## config.mk

```make
export PLATFORM = sky130hd
export DESIGN_NAME = bus_cond_watch
export DESIGN_NICKNAME = d
export VERILOG_FILES = /design/src/rtl/bus_cond_watch_pkg.sv /design/src/rtl/bus_line_sync.sv /design/src/rtl/bus_cond_fsm.sv /design/src/rtl/bus_bit_framer.sv /design/src/rtl/bus_cond_watch.sv
export SDC_FILE = /design/constraint.sdc
export NUM_CORES = 1
export LEC_CHECK = 0
export BUFFER_PORTS_ARGS = -buffer_cell sky130_fd_sc_hd__buf_2
export CAP_MARGIN = 5
export CORE_UTILIZATION = 45
export CTS_BUF_LIST = sky130_fd_sc_hd__clkbuf_16
export CTS_CLUSTER_DIAMETER = 40
export DETAILED_ROUTE_END_ITERATION = 7
export GPL_ROUTABILITY_DRIVEN = 0
export PLACE_DENSITY = 0.66
export REMOVE_ABC_BUFFERS = 1
export SYNTH_ARGS = -nofsm -noshare
export SYNTH_HDL_FRONTEND = slang
export SYNTH_SLANG_ARGS = --single-unit
```

## constraint.sdc

```tcl
create_clock -name clk -period 1.8 [get_ports clk]
set_input_delay 0.36 -clock clk [delete_from_list [all_inputs] [get_ports clk]]
set_output_delay 0.36 -clock clk [all_outputs]
set_load 0.02 [all_outputs]
```

## src/rtl/bus_cond_watch_pkg.sv

```systemverilog
package bus_cond_watch_pkg;

    // Ownership state of the shared bus.
    typedef enum logic [0:0] {
        ST_FREE = 1'b0,
        ST_HELD = 1'b1
    } bus_state_t;

    // Line events derived from two successive synchronized samples.
    typedef struct packed {
        logic start_cond;
        logic stop_cond;
        logic clk_rise;
        logic data_now;
    } line_evt_t;

endpackage

```

## src/rtl/bus_line_sync.sv

```systemverilog
module bus_line_sync
    import bus_cond_watch_pkg::*;
#(
    parameter int SYNC_STAGES = 2
) (
    input  logic      clk,
    input  logic      rst_n,
    input  logic      scl_raw,
    input  logic      sda_raw,
    output line_evt_t evt
);

    localparam int NUM_LINES = 2;
    localparam int LINE_SCL  = 1;
    localparam int LINE_SDA  = 0;

    logic [NUM_LINES-1:0] raw_vec;
    logic [NUM_LINES-1:0] now_vec;
    logic [NUM_LINES-1:0] prev_vec;

    assign raw_vec = {scl_raw, sda_raw};

    // One synchronizer chain per line; reset value is the idle-high bus level.
    for (genvar g = 0; g < NUM_LINES; g++) begin : g_line
        logic [SYNC_STAGES-1:0] chain_q;

        always_ff @(posedge clk or negedge rst_n) begin
            if (!rst_n) begin
                chain_q <= '1;
            end else begin
                chain_q <= {chain_q[SYNC_STAGES-2:0], raw_vec[g]};
            end
        end

        assign now_vec[g] = chain_q[SYNC_STAGES-1];

        always_ff @(posedge clk or negedge rst_n) begin
            if (!rst_n) begin
                prev_vec[g] <= 1'b1;
            end else begin
                prev_vec[g] <= now_vec[g];
            end
        end
    end

    // Conditions need the clock line high in both samples.
    always_comb begin
        evt.start_cond = prev_vec[LINE_SCL] && now_vec[LINE_SCL]
                         && prev_vec[LINE_SDA] && !now_vec[LINE_SDA];
        evt.stop_cond  = prev_vec[LINE_SCL] && now_vec[LINE_SCL]
                         && !prev_vec[LINE_SDA] && now_vec[LINE_SDA];
        evt.clk_rise   = !prev_vec[LINE_SCL] && now_vec[LINE_SCL];
        evt.data_now   = now_vec[LINE_SDA];
    end

endmodule

```

## src/rtl/bus_cond_fsm.sv

```systemverilog
module bus_cond_fsm
    import bus_cond_watch_pkg::*;
(
    input  logic       clk,
    input  logic       rst_n,
    input  line_evt_t  evt,
    output bus_state_t state,
    output logic       start_pulse,
    output logic       restart_pulse,
    output logic       stop_pulse
);

    bus_state_t state_q;
    bus_state_t state_d;

    // State register.
    always_ff @(posedge clk or negedge rst_n) begin
        if (!rst_n) begin
            state_q <= ST_FREE;
        end else begin
            state_q <= state_d;
        end
    end

    // Next-state logic.
    always_comb begin
        state_d = state_q;
        unique case (state_q)
            ST_FREE: if (evt.start_cond) state_d = ST_HELD;
            ST_HELD: if (evt.stop_cond)  state_d = ST_FREE;
            default: state_d = ST_FREE;
        endcase
    end

    // Registered condition pulses, aligned with the state they lead to.
    always_ff @(posedge clk or negedge rst_n) begin
        if (!rst_n) begin
            start_pulse   <= 1'b0;
            restart_pulse <= 1'b0;
            stop_pulse    <= 1'b0;
        end else begin
            start_pulse   <= 1'b0;
            restart_pulse <= 1'b0;
            stop_pulse    <= evt.stop_cond;
            unique case (state_q)
                ST_FREE: start_pulse   <= evt.start_cond;
                ST_HELD: restart_pulse <= evt.start_cond;
                default: start_pulse   <= 1'b0;
            endcase
        end
    end

    assign state = state_q;

endmodule

```

## src/rtl/bus_bit_framer.sv

```systemverilog
module bus_bit_framer
    import bus_cond_watch_pkg::*;
#(
    parameter int DATA_BITS = 8,
    parameter int IDX_W     = $clog2(DATA_BITS + 1)
) (
    input  logic             clk,
    input  logic             rst_n,
    input  line_evt_t        evt,
    input  bus_state_t       state,
    output logic             bit_strobe,
    output logic             bit_value,
    output logic [IDX_W-1:0] bit_index,
    output logic             ack_slot
);

    // The acknowledge bit follows the data bits.
    localparam logic [IDX_W-1:0] ACK_POS = IDX_W'(DATA_BITS);

    logic [IDX_W-1:0] next_pos_q;

    always_ff @(posedge clk or negedge rst_n) begin
        if (!rst_n) begin
            next_pos_q <= '0;
            bit_strobe <= 1'b0;
            bit_value  <= 1'b0;
            bit_index  <= '0;
            ack_slot   <= 1'b0;
        end else begin
            bit_strobe <= 1'b0;
            if (evt.start_cond || evt.stop_cond) begin
                next_pos_q <= '0;
                ack_slot   <= 1'b0;
            end else if (evt.clk_rise && state == ST_HELD) begin
                bit_strobe <= 1'b1;
                bit_value  <= evt.data_now;
                bit_index  <= next_pos_q;
                ack_slot   <= (next_pos_q == ACK_POS);
                next_pos_q <= (next_pos_q == ACK_POS) ? '0 : next_pos_q + 1'b1;
            end
        end
    end

endmodule

```

## src/rtl/bus_cond_watch.sv

```systemverilog
module bus_cond_watch
    import bus_cond_watch_pkg::*;
#(
    parameter int SYNC_STAGES = 2,
    parameter int DATA_BITS   = 8,
    parameter int IDX_W       = $clog2(DATA_BITS + 1)
) (
    input  logic             clk,
    input  logic             rst_n,
    input  logic             scl_line,
    input  logic             sda_line,
    output logic             start_pulse,
    output logic             restart_pulse,
    output logic             stop_pulse,
    output logic             bus_busy,
    output logic             bit_strobe,
    output logic             bit_value,
    output logic [IDX_W-1:0] bit_index,
    output logic             ack_slot
);

    line_evt_t  evt;
    bus_state_t state;

    bus_line_sync #(
        .SYNC_STAGES(SYNC_STAGES)
    ) u_sync (
        .clk     (clk),
        .rst_n   (rst_n),
        .scl_raw (scl_line),
        .sda_raw (sda_line),
        .evt     (evt)
    );

    bus_cond_fsm u_fsm (
        .clk           (clk),
        .rst_n         (rst_n),
        .evt           (evt),
        .state         (state),
        .start_pulse   (start_pulse),
        .restart_pulse (restart_pulse),
        .stop_pulse    (stop_pulse)
    );

    bus_bit_framer #(
        .DATA_BITS(DATA_BITS),
        .IDX_W    (IDX_W)
    ) u_framer (
        .clk        (clk),
        .rst_n      (rst_n),
        .evt        (evt),
        .state      (state),
        .bit_strobe (bit_strobe),
        .bit_value  (bit_value),
        .bit_index  (bit_index),
        .ack_slot   (ack_slot)
    );

    assign bus_busy = (state == ST_HELD);

endmodule

```

## After elaboration in Yosys (flattened, before gate mapping)

Cells that the tools add are included.

| storage, ports and cells | value |
|---|---|
| bits in registers | 21 |
| output and inout bits | 11 |
| logic and storage cells | 42 |

| cells by class | value |
|---|---|
| add/subtract/negate cells | 1 |
| equality and inequality tests | 1 |
| mux-type cells | 12 |
| bitwise gates (word level) | 2 |
| reductions and logical operators | 13 |

Operator list:

| operator | number |
|---|---|
| two-way mux 4 bit | 3 |
| two-way mux 1 bit | 8 |
| logical AND 1 bit | 7 |
| adder 4 x 1 -> 4 bit, second input constant | 1 |
| equality test 4 bit, second input constant | 1 |
| logical NOT 1 bit | 3 |
| NOT 1 bit | 2 |
| one-hot mux 1 bit (2 select lines) | 1 |
| AND reduction 2 bit | 1 |
| nonzero test 2 bit | 1 |
| logical OR 1 bit | 1 |

## Logic depth before layout (Yosys ltp)

Gate-level depths: netlist of the first run.

| depth | value |
|---|---|
| depth in word-level cells | 6 |
| mapped depth | 5 |

## Cells and area by module

Synthesis of the first run repeated with hierarchy kept, for this count alone.

| unflattened totals | value |
|---|---|
| cells, all modules | 62 |
| area, all modules | 820.8 um2 |

By module, submodules not included:

| module | instances | cells an instance | area an instance (um2) |
|---|---|---|---|
| bus_bit_framer | 1 | 44 | 505.5 |
| bus_line_sync | 1 | 10 | 192.7 |
| bus_cond_fsm | 1 | 8 | 122.6 |

## Least setup slack after synthesis of the first run

OpenSTA, ideal clock, no wires.

| path | value |
|---|---|
| path kind | register -> register |
| start | register u_sync.prev_vec[1] |
| end | register u_framer.bit_index[1] |
| library setup time | 0.125 ns |
| data arrival time | 1.179 ns |
| required time | 1.675 ns |
| path slack | 0.496 ns |
| stages on the path, launching flop included | 4 |
| path through | dfstp_2 -> and3b_2 -> buf_6 -> mux2_4 |

| on the way | value |
|---|---|
| cells in the longest elaborated chain, start to end | 6 |
| elaborated cells on any way between the ends | 11 |
| those cells by class | bitwise (1); reduce/logical (10) |

Ends and longest elaborated chain:

| what | line | source |
|---|---|---|
| start, declared | bus_line_sync.sv:19 | `logic [NUM_LINES-1:0] prev_vec;` |
| start signal, assigned by index | bus_line_sync.sv:41 | `prev_vec[g] <= now_vec[g];` |
| logical AND 1 bit | bus_line_sync.sv:48, bus_line_sync.sv:50 |  |
| logical AND 1 bit (on tied branches) (2 in a row) | bus_line_sync.sv:49, bus_line_sync.sv:51 |  |
| logical OR 1 bit | bus_bit_framer.sv:31 | `if (evt.start_cond \|\| evt.stop_cond) begin` |
| NOT 1 bit (no line) | n/a |  |
| AND reduction 2 bit (no line) (*) | n/a |  |
| end signal, assigned | bus_bit_framer.sv:37 | `bit_index <= next_pos_q;` |
| end, declared | bus_bit_framer.sv:13 | `output logic [IDX_W-1:0] bit_index,` |

Mark *: on every way between the ends. The rest lies on a longest branch, timed or not.
A chain may end at the register's enable or synchronous reset.

## Final worst setup path of the first run

| path | value |
|---|---|
| start | register u_sync.g_line[1].chain_q[1] |
| end | register u_framer.bit_index[0] |

| on the way | value |
|---|---|
| cells in the longest elaborated chain, start to end | 6 |
| elaborated cells on any way between the ends | 10 |
| those cells by class | bitwise (1); reduce/logical (9) |

Ends and longest elaborated chain:

| what | line | source |
|---|---|---|
| start, declared | bus_line_sync.sv:25 | `logic [SYNC_STAGES-1:0] chain_q;` |
| start signal, assigned | bus_line_sync.sv:31 | `chain_q <= {chain_q[SYNC_STAGES-2:0], raw_vec[g]};` |
| logical AND 1 bit | bus_line_sync.sv:48, bus_line_sync.sv:50 |  |
| logical AND 1 bit (on tied branches) (2 in a row) | bus_line_sync.sv:49, bus_line_sync.sv:51 |  |
| logical OR 1 bit | bus_bit_framer.sv:31 |  |
| NOT 1 bit (no line) | n/a |  |
| AND reduction 2 bit (no line) (*) | n/a |  |

Marked as above.

==> results of run 1 <==
state kept, by name, indices dropped and copies added (netlist names):
register,cells
u_framer.bit_index,4
u_framer.next_pos_q,4
u_sync.g_line.chain_q,4
u_sync.prev_vec,2
u_framer.ack_slot,1
u_framer.bit_strobe,1
u_framer.bit_value,1
u_fsm.restart_pulse,1
u_fsm.start_pulse,1
u_fsm.state,1
u_fsm.stop_pulse,1
worst min path at each step:
stage	end	cells after the start	startpoint	slack, ns
2_1_floorplan	u_framer.ack_slot	0	rst_n	0.06
3_3_place_gp	u_framer.bit_index[1]	1	rst_n	0.33
3_5_place_dp	u_framer.bit_index[3]	1	rst_n	0.33
4_1_cts	u_framer.bit_index[3]	1	rst_n	0.07
5_1_grt	u_framer.ack_slot	1	rst_n	0.09
6_report	u_framer.bit_index[0]	1	rst_n	0.05
metrics by stage:
step,setup slack (ns),util,power (W)
floorplan,0.464,-,0.000594
global placement,0.411,0.534,0.000631
detailed placement,0.386,0.534,0.000634
CTS,0.380,0.580,0.00110
global route,0.353,0.580,0.00113
finish,0.380,0.580,0.00108
where the power goes:
group	switching [W]	internal, W	total, W
registers	0.0000220	0.000506	0.000528
logic	0.0000546	0.0000426	0.0000972
clock network	0.000155	0.000297	0.000453
cells by family (layout without fill, tap and decap cells):
kind of cell | count (synthesis) | in the layout | share of synthesized area
flops | 21 | 21 | 0.633
simple gates | 18 | 18 | 0.119
compound gates | 10 | 10 | 0.0877
mux | 6 | 6 | 0.0981
buf+inv | 3 | 20 | 0.0223
fa+ha+maj | 2 | 2 | 0.0297
xor+xnor | 1 | 1 | 0.0104
cell usage in the layout, fill, tap and decap left out:
master                      Yosys  layout
sky130_fd_sc_hd__buf_2          0      14
sky130_fd_sc_hd__nand2_1        4       4
sky130_fd_sc_hd__clkbuf_16      0       3
sky130_fd_sc_hd__a22o_2         3       3
sky130_fd_sc_hd__a21o_1         1       1
sky130_fd_sc_hd__clkinv_2       0       1
sky130_fd_sc_hd__inv_1          2       2
sky130_fd_sc_hd__xnor2_1        1       1
sky130_fd_sc_hd__dfrtp_1       15      15
sky130_fd_sc_hd__mux2_2         2       2
sky130_fd_sc_hd__o22ai_1        1       1
sky130_fd_sc_hd__and3_1         1       1
sky130_fd_sc_hd__mux2_4         4       4
sky130_fd_sc_hd__and2_1         2       2
sky130_fd_sc_hd__and3b_2        2       2
sky130_fd_sc_hd__o21ai_0        2       2
sky130_fd_sc_hd__nand4b_1       1       1
sky130_fd_sc_hd__a21oi_1        1       1
sky130_fd_sc_hd__o21a_1         1       1
sky130_fd_sc_hd__o211ai_1       1       1
sky130_fd_sc_hd__nand3_1        2       2
sky130_fd_sc_hd__dfstp_2        6       6
sky130_fd_sc_hd__nor2_1         5       5
sky130_fd_sc_hd__or3b_1         1       1
sky130_fd_sc_hd__ha_1           2       2
area by class of cell:
type                    instances  area, sq um
fillers                       146          733
flip-flops and latches         21          533
multi-input cells              37          290
clock buffers                   3         75.1
repair buffers                 14         70.1
well taps                      25         31.3
inverters                       2         7.51
clock inverters                 1         5.00
worst reg2reg max path, delay by kind of cell, from the launching register on:
family           cells  cell delay [ns]
AND/OR/NAND/NOR      1             0.37
multiplexers         1             0.38
flip-flops           1             0.56
metal layers:
metal,share of wire,vias to the layer above,GRT usage
met5,0,-,0
met4,0.0097,0,0.0909
met3,0.042,2,0.0360
met2,0.44,13,0.217
met1,0.51,235,0.209
li1,-,246,-
==> flow_results.xml, run 1 <==
<?xml version="1.0" encoding="UTF-8"?>
<metrics>
  <group name="clock_network">
    <metric name="cts-root-to-sink-buffers" unit="">2</metric>
    <metric name="resized_after_cts" unit="">0</metric>
    <metric name="cts_sinks" unit="">21</metric>
    <metric name="number_of_buffers_added_by_the_clock_tree_synthesis_step" unit="">3</metric>
    <metric name="cts_hold_repair.buffers" unit="">0</metric>
    <metric name="cts-root-buf" unit="">sky130_fd_sc_hd__clkbuf_16</metric>
    <metric name="clock_tree_from_tritoncts" unit="">yes</metric>
    <metric name="post-cts-setup-buffer-count" unit="">0</metric>
    <metric name="htreeDepth" unit="">1</metric>
    <metric name="insertion_delay" unit="ns">0.25</metric>
    <metric name="clk_pin_slew" unit="ns">0.05</metric>
  </group>
  <group name="sta">
    <metric name="fin_crit_sh" unit="">0.789</metric>
    <metric name="max_slew.worst_pin.slew" unit="ns">0.435</metric>
    <metric name="grt_setup_unrepaired" unit="">false</metric>
    <metric name="fin_hold_ws" unit="ns">0.0482</metric>
    <metric name="max_clock_freq" unit="MHz">704</metric>
    <metric name="setup-tns-final" unit="ns">0</metric>
    <metric name="worst_case_clock_skew" unit="ns">0.00168</metric>
    <metric name="maxSlewViolCount" unit="">0</metric>
    <metric name="setup-violations-final" unit="">0</metric>
    <metric name="slew-limit-headroom" unit="">0.710</metric>
    <metric name="hold_violation_total_from_the_final_report" unit="">0</metric>
    <metric name="layout_min_cycle_time" unit="ns">1.42</metric>
  </group>
  <group name="floorplan">
    <metric name="dieHeight" unit="um">45.3</metric>
    <metric name="design.die.area" unit="sq um">2050</metric>
    <metric name="boundaryPins" unit="">15</metric>
    <metric name="initial_core_util" unit="">0.482</metric>
    <metric name="number_of_cell_rows" unit="">15</metric>
    <metric name="core" unit="sq um">1750</metric>
    <metric name="die_x" unit="um">45.3</metric>
  </group>
  <group name="finish">
    <metric name="finalNetCount" unit="">85</metric>
    <metric name="stdcell_count" unit="">103</metric>
    <metric name="layout.cell_area.non_filler" unit="sq um">1010</metric>
    <metric name="area_growth" unit="%">20.2</metric>
    <metric name="n_antenna_cell" unit="">0</metric>
    <metric name="layout-drive-gt1-share" unit="">0.449</metric>
  </group>
  <group name="worst_setup_path">
    <metric name="crit_fanout" unit="">12</metric>
    <metric name="critical-path-top-delay-family" unit="">flip-flops</metric>
    <metric name="setup.worst_path.end" unit="">u_framer.bit_index[0]</metric>
    <metric name="r2r_start" unit="">u_sync.g_line[1].chain_q[1]</metric>
    <metric name="cp_data_arrival_time" unit="ns">1.55</metric>
    <metric name="critical_path_buf_inv_count" unit="">0</metric>
    <metric name="worstSetupPathDepth" unit="">2</metric>
    <metric name="timing.critical_path.slowest_stage_cell" unit="">sky130_fd_sc_hd__dfstp_2</metric>
    <metric name="path_class" unit="">flop to flop</metric>
    <metric name="r2r_setup_slack" unit="ns">0.38</metric>
    <metric name="regToRegEndpoint" unit="">u_framer.bit_index[0]</metric>
    <metric name="worstRegToRegCells" unit="">2</metric>
    <metric name="cp_data_required_time" unit="ns">1.93</metric>
    <metric name="critical_path.endpoint_type" unit="">flop</metric>
    <metric name="critical_path.max_stage_delay" unit="ns">0.56</metric>
    <metric name="worstSetupStartpoint" unit="">u_sync.g_line[1].chain_q[1]</metric>
    <metric name="crit_path_cells" unit="">and3b_2, mux2_2</metric>
    <metric name="startpoint_type" unit="">flop</metric>
  </group>
  <group name="logic_synthesis">
    <metric name="mappedNetlistArea" unit="sq um">842</metric>
    <metric name="netlist-cell-type-count" unit="">23</metric>
    <metric name="synth_sequential_area_ratio" unit="">0.633</metric>
    <metric name="synth_cells" unit="">61</metric>
    <metric name="synth-main-ff-cell" unit="">sky130_fd_sc_hd__dfrtp_1</metric>
    <metric name="yosysWarningCount" unit="">0</metric>
    <metric name="synth.top_cells.by_count" unit="">sky130_fd_sc_hd__dfrtp_1, sky130_fd_sc_hd__dfstp_2, sky130_fd_sc_hd__nor2_1, sky130_fd_sc_hd__mux2_4, sky130_fd_sc_hd__nand2_1</metric>
    <metric name="mapped_avg_cell_area" unit="sq um">13.8</metric>
    <metric name="synth_largest_type_area_fraction" unit="">0.446</metric>
    <metric name="synth_edf_count" unit="">0</metric>
    <metric name="async_flop_share" unit="">1.00</metric>
    <metric name="synth.area.top_cells" unit="">sky130_fd_sc_hd__dfrtp_1, sky130_fd_sc_hd__dfstp_2, sky130_fd_sc_hd__mux2_4</metric>
    <metric name="synth_top_cell_by_area" unit="">sky130_fd_sc_hd__dfrtp_1</metric>
    <metric name="synth.most_common_cell" unit="">sky130_fd_sc_hd__dfrtp_1</metric>
    <metric name="synth-seq-cells" unit="">21</metric>
  </group>
  <group name="global_routing">
    <metric name="global_router_s_overall_resource_usage" unit="">0.152</metric>
    <metric name="antenna_found_initial" unit="">0</metric>
    <metric name="grt_pass1_vias" unit="">492</metric>
    <metric name="grt_max_degree" unit="">22</metric>
    <metric name="grt_pass1_wl" unit="um">2150</metric>
    <metric name="grt-ovfl-total" unit="">0</metric>
  </group>
  <group name="route">
    <metric name="vias" unit="">496</metric>
    <metric name="drc_errors" unit="">0</metric>
    <metric name="postRouteWirelength" unit="um">1240</metric>
    <metric name="drt_pass1_iterations" unit="">4</metric>
    <metric name="vias_per_cell" unit="">4.82</metric>
    <metric name="iteration_0_drc_count_of_the_detailed_router" unit="">2</metric>
    <metric name="postRouteAntennaNets" unit="">0</metric>
    <metric name="avgRoutedWirePerCell" unit="um">12.0</metric>
  </group>
  <group name="placed_design">
    <metric name="dp_wirelength" unit="um">833</metric>
    <metric name="buffer_ports.inserted" unit="">14</metric>
    <metric name="detailed_place.area" unit="sq um">932</metric>
    <metric name="number_of_instances_in_the_placed_design" unit="">99</metric>
  </group>
  <group name="power_and_ir_drop">
    <metric name="static-leakage-power" unit="nW">0.508</metric>
    <metric name="pwr_density_cell" unit="nW/um^2">1060</metric>
    <metric name="irDropWorstVdd" unit="mV">0.637</metric>
  </group>
  <group name="flow_run">
    <metric name="max_cap_violations" unit="">0</metric>
  </group>
  <group name="worst_hold_path">
    <metric name="hold_class" unit="">input pin to async pin</metric>
  </group>
  <group name="status">
    <metric name="outcome" unit="">completed</metric>
  </group>
</metrics>
(Power assumes the default switching activity.)
==> run 2, diff against run 1 <==
Clock period 1.8 ns to 1.5 ns, I/O delays scaled along.
==> flow_results.xml, run 2 (synthesis gave the netlist of run 1 again) <==
<?xml version="1.0" encoding="UTF-8"?>
<metrics>
  <group name="finish">
    <metric name="final_common_cell" unit="">sky130_fd_sc_hd__dfrtp_1</metric>
    <metric name="reg.largest.list" unit="">u_framer.bit_index x4, u_framer.next_pos_q x4, u_sync.g_line.chain_q x4</metric>
    <metric name="multi_input_logic_area" unit="sq um">290</metric>
    <metric name="layout-drive-gt1-share" unit="">0.456</metric>
    <metric name="area_growth" unit="%">21.1</metric>
    <metric name="stdcell_count" unit="">104</metric>
    <metric name="sequential_cell_area" unit="sq um">533</metric>
    <metric name="most-common-layout-cells" unit="">sky130_fd_sc_hd__dfrtp_1, sky130_fd_sc_hd__buf_2, sky130_fd_sc_hd__dfstp_2</metric>
    <metric name="finalCoreUtilization" unit="">0.584</metric>
    <metric name="finalNetCount" unit="">86</metric>
    <metric name="layout.cell_area.non_filler" unit="sq um">1020</metric>
    <metric name="num-fill-cells" unit="">155</metric>
    <metric name="n_antenna_cell" unit="">0</metric>
  </group>
  <group name="sta">
    <metric name="fin_crit_sh" unit="">0.941</metric>
    <metric name="slew-limit-headroom" unit="">0.702</metric>
    <metric name="max_slew.worst_pin.slew" unit="ns">0.447</metric>
    <metric name="layout_min_cycle_time" unit="ns">1.41</metric>
    <metric name="fin_hold_ws" unit="ns">-0.00990</metric>
    <metric name="maxSlewViolCount" unit="">0</metric>
    <metric name="worst_case_clock_skew" unit="ns">0.000962</metric>
    <metric name="max_clock_freq" unit="MHz">709</metric>
    <metric name="setup-tns-final" unit="ns">0</metric>
    <metric name="hold_violation_total_from_the_final_report" unit="">15</metric>
    <metric name="setup-violations-final" unit="">0</metric>
    <metric name="grt_setup_unrepaired" unit="">false</metric>
  </group>
  <group name="route">
    <metric name="vias_per_cell" unit="">4.87</metric>
    <metric name="avgRoutedWirePerCell" unit="um">11.7</metric>
    <metric name="postRouteAntennaNets" unit="">0</metric>
    <metric name="iteration_0_drc_count_of_the_detailed_router" unit="">1</metric>
    <metric name="drt_pass1_iterations" unit="">4</metric>
    <metric name="drc_errors" unit="">0</metric>
    <metric name="vias" unit="">506</metric>
    <metric name="postRouteWirelength" unit="um">1210</metric>
  </group>
  <group name="clock_network">
    <metric name="insertion_delay" unit="ns">0.25</metric>
    <metric name="post-cts-setup-buffer-count" unit="">0</metric>
    <metric name="clock_tree_from_tritoncts" unit="">yes</metric>
    <metric name="cts-root-to-sink-buffers" unit="">2</metric>
    <metric name="number_of_buffers_added_by_the_clock_tree_synthesis_step" unit="">3</metric>
    <metric name="cts_sinks" unit="">21</metric>
    <metric name="clk_pin_slew" unit="ns">0.05</metric>
    <metric name="cts_hold_repair.buffers" unit="">0</metric>
    <metric name="htreeDepth" unit="">1</metric>
    <metric name="resized_after_cts" unit="">0</metric>
    <metric name="cts-root-buf" unit="">sky130_fd_sc_hd__clkbuf_16</metric>
  </group>
  <group name="power_and_ir_drop">
    <metric name="pwr_density_cell" unit="nW/um^2">1280</metric>
    <metric name="p_total" unit="W">0.00130</metric>
    <metric name="static-leakage-power" unit="nW">0.513</metric>
    <metric name="irDropWorstVdd" unit="mV">0.836</metric>
  </group>
  <group name="worst_setup_path">
    <metric name="cp_data_required_time" unit="ns">1.64</metric>
    <metric name="cp_data_arrival_time" unit="ns">1.55</metric>
    <metric name="timing.critical_path.slowest_stage_cell" unit="">sky130_fd_sc_hd__dfstp_2</metric>
    <metric name="path_class" unit="">flop to flop</metric>
    <metric name="critical_path.endpoint_type" unit="">flop</metric>
    <metric name="startpoint_type" unit="">flop</metric>
    <metric name="critical_path.max_stage_delay" unit="ns">0.56</metric>
    <metric name="crit_path_cells" unit="">and3b_2, mux2_2</metric>
    <metric name="crit_fanout" unit="">12</metric>
  </group>
  <group name="placed_design">
    <metric name="buffer_ports.inserted" unit="">14</metric>
    <metric name="number_of_instances_in_the_placed_design" unit="">100</metric>
    <metric name="detailed_place.area" unit="sq um">940</metric>
    <metric name="dp_wirelength" unit="um">817</metric>
  </group>
  <group name="status">
    <metric name="outcome" unit="">finished with violations</metric>
    <metric name="failed_checks" unit="">negative hold slack</metric>
  </group>
  <group name="floorplan">
    <metric name="die_x" unit="um">45.3</metric>
    <metric name="boundaryPins" unit="">15</metric>
    <metric name="design.die.area" unit="sq um">2050</metric>
    <metric name="dieHeight" unit="um">45.3</metric>
    <metric name="initial_core_util" unit="">0.482</metric>
    <metric name="core" unit="sq um">1750</metric>
    <metric name="number_of_cell_rows" unit="">15</metric>
  </group>
  <group name="global_routing">
    <metric name="grt_pass1_wl" unit="um">2100</metric>
    <metric name="grt_max_degree" unit="">22</metric>
    <metric name="global_router_s_overall_resource_usage" unit="">0.152</metric>
    <metric name="grt-ovfl-total" unit="">0</metric>
    <metric name="grt_pass1_vias" unit="">481</metric>
    <metric name="antenna_found_initial" unit="">0</metric>
  </group>
  <group name="worst_hold_path">
    <metric name="hold_class" unit="">input pin to async pin</metric>
  </group>
  <group name="flow_run">
    <metric name="max_cap_violations" unit="">0</metric>
  </group>
</metrics>
## run 2: cell types whose count changed in the layout (fill, tap and decap cells not counted), sizes merged
cell | previous run | this run
buf | 14 | 15
## run 2: where the power goes
group / switching, W / total, W / leakage [nW] / internal [W]
logic: 0.0000677 / 0.000121 / 0.203 / 0.0000535
clock network: 0.000192 / 0.000550 / 0.0409 / 0.000357
registers: 0.0000228 / 0.000630 / 0.269 / 0.000607
total: 0.000283 / 0.00130 / 0.513 / 0.00102
## run 2: layout make-up
cell class / count / area share
clock buffers: 3 / 0.0736
repair buffers: 15 / 0.0761
flip-flops and latches: 21 / 0.523
clock inverters: 1 / 0.00491
multi-input cells: 37 / 0.285
inverters: 2 / 0.00736
well taps: 25 / 0.0307
## run 2: metal layers
layer	vias to the layer above	global-route usage	wire length, um
met5	-	0	0
li1	249	-	-
met3	5	0.0600	66
met1	236	0.200	567
met2	16	0.217	557
met4	0	0.0727	21
## run 2: per-stage QoR
| stage | setup slack, ns | hold WS, ns |
|---|---|---|
| 2_1_floorplan | 0.164 | 0.00441 |
| 3_3_place_gp | 0.110 | 0.271 |
| 3_5_place_dp | 0.0968 | 0.273 |
| 4_1_cts | 0.0775 | 0.00376 |
| 5_1_grt | 0.0459 | 0.0395 |
| 6_report | 0.0888 | -0.00990 |
## run 2: worst paths after layout
| kind | endpoint | slack (ns) | startpoint | depth (start not counted) |
|---|---|---|---|---|
| setup / recovery | u_framer.bit_index[0] | 0.09 | u_sync.g_line[1].chain_q[1] | 2 |
| hold / removal | u_framer.next_pos_q[3] | -0.01 | rst_n | 1 |
| max in group asynchronous | u_sync.g_line[1].chain_q[1] | 1.17 | rst_n | 1 |
| setup reg to reg | u_framer.bit_index[0] | 0.09 | u_sync.g_line[1].chain_q[1] | 2 |
| hold reg to reg | u_sync.g_line[0].chain_q[1] | 0.35 | u_sync.g_line[0].chain_q[0] | 0 |
| min in group clk | u_sync.g_line[1].chain_q[0] | 0.14 | scl_line | 1 |
## run 2: critical path: cells and delay by family (launching register included)
family / cells / cell delay, ns
mux: 1 / 0.37
simple gates: 1 / 0.36
flops: 1 / 0.56
==> run 3, diff against run 2 <==
Settings changed: SYNTH_HIERARCHICAL from default to 1.
==> flow_results.xml, run 3 <==
<?xml version="1.0" encoding="UTF-8"?>
<metrics>
  <group name="route">
    <metric name="avgRoutedWirePerCell" unit="um">11.4</metric>
    <metric name="iteration_0_drc_count_of_the_detailed_router" unit="">10</metric>
    <metric name="vias" unit="">543</metric>
    <metric name="postRouteAntennaNets" unit="">0</metric>
    <metric name="drc_errors" unit="">0</metric>
    <metric name="vias_per_cell" unit="">4.76</metric>
    <metric name="postRouteWirelength" unit="um">1290</metric>
    <metric name="drt_pass1_iterations" unit="">4</metric>
  </group>
  <group name="logic_synthesis">
    <metric name="yosysWarningCount" unit="">6</metric>
    <metric name="mappedNetlistArea" unit="sq um">821</metric>
    <metric name="synth_edf_count" unit="">0</metric>
    <metric name="mapped_avg_cell_area" unit="sq um">13.2</metric>
    <metric name="synthMuxAreaShare" unit="">0.0808</metric>
    <metric name="yosys.area_share.adder" unit="">0.0305</metric>
    <metric name="synth-main-ff-cell" unit="">sky130_fd_sc_hd__dfrtp_1</metric>
    <metric name="synth_sequential_area_ratio" unit="">0.649</metric>
    <metric name="synth.most_common_cell" unit="">sky130_fd_sc_hd__dfrtp_1</metric>
    <metric name="synth.top_cells.by_count" unit="">sky130_fd_sc_hd__dfrtp_1, sky130_fd_sc_hd__dfstp_2, sky130_fd_sc_hd__a21oi_1, sky130_fd_sc_hd__mux2_2</metric>
    <metric name="synth_top_cell_by_area" unit="">sky130_fd_sc_hd__dfrtp_1</metric>
    <metric name="async_flop_share" unit="">1.00</metric>
    <metric name="synth_cells" unit="">62</metric>
    <metric name="netlist-cell-type-count" unit="">24</metric>
    <metric name="synth_largest_type_area_fraction" unit="">0.457</metric>
    <metric name="main_combinational_cell_family_by_area_after_synthesis" unit="">simple AND/OR/NAND/NOR gates</metric>
    <metric name="synth.area.top_cells" unit="">sky130_fd_sc_hd__dfrtp_1, sky130_fd_sc_hd__dfstp_2, sky130_fd_sc_hd__mux2_2</metric>
    <metric name="synth_simple_gate_area_frac" unit="">0.168</metric>
    <metric name="compound_cell_area_share_of_the_yosys_netlist" unit="">0.0442</metric>
    <metric name="synth_xor_area_frac" unit="">0</metric>
    <metric name="synth-seq-cells" unit="">21</metric>
  </group>
  <group name="finish">
    <metric name="finalNetCount" unit="">96</metric>
    <metric name="final_common_cell" unit="">sky130_fd_sc_hd__dfrtp_1</metric>
    <metric name="n_antenna_cell" unit="">0</metric>
    <metric name="area_growth" unit="%">31.4</metric>
    <metric name="most-common-layout-cells" unit="">sky130_fd_sc_hd__dfrtp_1, sky130_fd_sc_hd__buf_2, sky130_fd_sc_hd__buf_4</metric>
    <metric name="stdcell_count" unit="">114</metric>
    <metric name="layout-drive-gt1-share" unit="">0.506</metric>
    <metric name="layout.cell_area.non_filler" unit="sq um">1080</metric>
    <metric name="reg.largest.list" unit="">u_framer/bit_index x4, u_framer/next_pos_q x4, u_sync/g_line.chain_q x4</metric>
    <metric name="num-fill-cells" unit="">164</metric>
    <metric name="finalCoreUtilization" unit="">0.625</metric>
  </group>
  <group name="worst_setup_path">
    <metric name="startpoint_type" unit="">flop</metric>
    <metric name="worstSetupStartpoint" unit="">u_sync/prev_vec[0]</metric>
    <metric name="critical_path.max_stage_delay" unit="ns">0.52</metric>
    <metric name="critical-path-top-delay-family" unit="">simple AND/OR/NAND/NOR gates</metric>
    <metric name="crit_fanout" unit="">6</metric>
    <metric name="crit_path_cells" unit="">and4b_1, or2_4, nor2_4, mux2_2</metric>
    <metric name="critical_path.endpoint_type" unit="">flop</metric>
    <metric name="path_class" unit="">flop to flop</metric>
    <metric name="r2r_setup_slack" unit="ns">-0.11</metric>
    <metric name="r2r_start" unit="">u_sync/prev_vec[0]</metric>
    <metric name="critical_path_buf_inv_count" unit="">0</metric>
    <metric name="regToRegEndpoint" unit="">u_framer/bit_index[2]</metric>
    <metric name="timing.critical_path.slowest_stage_cell" unit="">sky130_fd_sc_hd__dfstp_2</metric>
    <metric name="worstRegToRegCells" unit="">4</metric>
    <metric name="cp_data_required_time" unit="ns">1.63</metric>
    <metric name="cp_data_arrival_time" unit="ns">1.74</metric>
  </group>
  <group name="worst_hold_path">
    <metric name="hold_class" unit="">input pin to async pin</metric>
  </group>
  <group name="sta">
    <metric name="fin_crit_sh" unit="">1.07</metric>
    <metric name="setup-violations-final" unit="">6</metric>
    <metric name="slew-limit-headroom" unit="">0.706</metric>
    <metric name="setup_slack" unit="ns">-0.110</metric>
    <metric name="grt_setup_unrepaired" unit="">true</metric>
    <metric name="layout_min_cycle_time" unit="ns">1.61</metric>
    <metric name="setup-tns-final" unit="ns">-0.554</metric>
    <metric name="max_slew.worst_pin.slew" unit="ns">0.440</metric>
    <metric name="maxSlewViolCount" unit="">0</metric>
    <metric name="hold_violation_total_from_the_final_report" unit="">14</metric>
    <metric name="fin_hold_ws" unit="ns">-0.00548</metric>
    <metric name="max_clock_freq" unit="MHz">621</metric>
    <metric name="worst_case_clock_skew" unit="ns">0.00105</metric>
  </group>
  <group name="power_and_ir_drop">
    <metric name="power.share.combinational" unit="">0.258</metric>
    <metric name="power.share.sequential" unit="">0.432</metric>
    <metric name="internal_power" unit="W">0.00122</metric>
    <metric name="static-leakage-power" unit="nW">0.549</metric>
    <metric name="irDropWorstVdd" unit="mV">0.886</metric>
    <metric name="pwr_density_cell" unit="nW/um^2">1560</metric>
    <metric name="power.net_switching" unit="W">0.000463</metric>
    <metric name="power.switching_fraction" unit="">0.276</metric>
    <metric name="clock_power_share" unit="">0.310</metric>
  </group>
  <group name="floorplan">
    <metric name="die_x" unit="um">44.7</metric>
    <metric name="core" unit="sq um">1730</metric>
    <metric name="number_of_cell_rows" unit="">15</metric>
    <metric name="design.die.area" unit="sq um">2000</metric>
    <metric name="initial_core_util" unit="">0.475</metric>
    <metric name="boundaryPins" unit="">15</metric>
    <metric name="dieHeight" unit="um">44.7</metric>
  </group>
  <group name="global_routing">
    <metric name="grt_use_met2" unit="">0.224</metric>
    <metric name="grt-ovfl-total" unit="">0</metric>
    <metric name="grt_pass1_wl" unit="um">2210</metric>
    <metric name="grt_pass1_vias" unit="">488</metric>
    <metric name="antenna_found_initial" unit="">0</metric>
    <metric name="met3_usage" unit="">0.0360</metric>
    <metric name="grt_max_degree" unit="">22</metric>
    <metric name="grt.busiest_layer" unit="">met2</metric>
    <metric name="grtUsageMet1" unit="">0.221</metric>
    <metric name="global_router_s_overall_resource_usage" unit="">0.160</metric>
  </group>
  <group name="clock_network">
    <metric name="number_of_buffers_added_by_the_clock_tree_synthesis_step" unit="">3</metric>
    <metric name="cts_hold_repair.buffers" unit="">0</metric>
    <metric name="cts-root-buf" unit="">sky130_fd_sc_hd__clkbuf_16</metric>
    <metric name="cts_sinks" unit="">21</metric>
    <metric name="htreeDepth" unit="">1</metric>
    <metric name="cts-root-to-sink-buffers" unit="">2</metric>
    <metric name="clock_tree_from_tritoncts" unit="">yes</metric>
    <metric name="insertion_delay" unit="ns">0.24</metric>
    <metric name="clk_pin_slew" unit="ns">0.05</metric>
  </group>
  <group name="status">
    <metric name="outcome" unit="">finished with violations</metric>
    <metric name="failed_checks" unit="">negative hold slack, negative setup slack</metric>
  </group>
  <group name="placed_design">
    <metric name="number_of_instances_in_the_placed_design" unit="">109</metric>
    <metric name="buffer_ports.inserted" unit="">14</metric>
    <metric name="detailed_place.area" unit="sq um">982</metric>
  </group>
  <group name="flow_run">
    <metric name="max_cap_violations" unit="">0</metric>
  </group>
</metrics>
[run 3: cell families after synthesis]
family / Yosys count
AO/OA/AOI/OAI: 7
adder cells (fa/ha/maj): 2
buffers and inverters: 4
flip-flops: 21
multiplexers: 6
AND/OR/NAND/NOR: 22
[run 3: worst reg2reg max path, stage by stage (launching register included)]
cell and delay [ns]:
sky130_fd_sc_hd__dfstp_2 0.52, sky130_fd_sc_hd__and4b_1 0.20, sky130_fd_sc_hd__or2_4 0.26, sky130_fd_sc_hd__nor2_4 0.16, sky130_fd_sc_hd__mux2_2 0.36
[run 3: layout make-up]
type                       instances  area, sq um  area share
timing repair buffer              25          153       0.142
sequential                        21          533       0.494
clock inverter                     1         3.75     0.00348
tap                               25         31.3      0.0290
multi-input combinational         37          275       0.255
inverter                           2         7.51     0.00696
clock buffer                       3         75.1      0.0696
[run 3: worst max-delay path by stage]
| stage | to | depth (start not counted) |
|---|---|---|
| 6_report | u_framer/bit_index[2] | 4 |
| 5_1_grt | u_framer/bit_index[2] | 4 |
| 4_1_cts | u_framer/bit_index[2] | 4 |
| 3_5_place_dp | u_framer/bit_index[2] | 4 |
| 3_3_place_gp | u_framer/bit_index[0] | 4 |
| 2_1_floorplan | u_framer/bit_index[0] | 4 |
[run 3: routing by layer]
layer / up-vias / routed length, um
li1: 267 / -
met4: 0 / 10
met2: 17 / 600
met1: 257 / 617
met3: 2 / 65
met5: - / 0
[run 3: repair_timing]
action                                  in CTS  in global routing
gates resized for setup                      1                  2
buffers inserted                             1                  0
pin swaps                                    2                  0
endpoints found under the setup margin       6                  7
[run 3: power groups by stage]
stage	clock network [W]	logic, W	registers (W)
2_1_floorplan	0	0.000148	0.000818
3_3_place_gp	0	0.000413	0.000725
3_5_place_dp	0	0.000417	0.000731
4_1_cts	0.000540	0.000428	0.000724
5_1_grt	0.000560	0.000474	0.000736
6_report	0.000521	0.000433	0.000725
[run 3: stage by stage]
step           setup slack [ns]  total power (W)
6_report                 -0.110          0.00168
5_1_grt                  -0.174          0.00177
4_1_cts                  -0.117          0.00169
3_5_place_dp             -0.202          0.00115
3_3_place_gp             -0.180          0.00114
2_1_floorplan            -0.190         0.000966
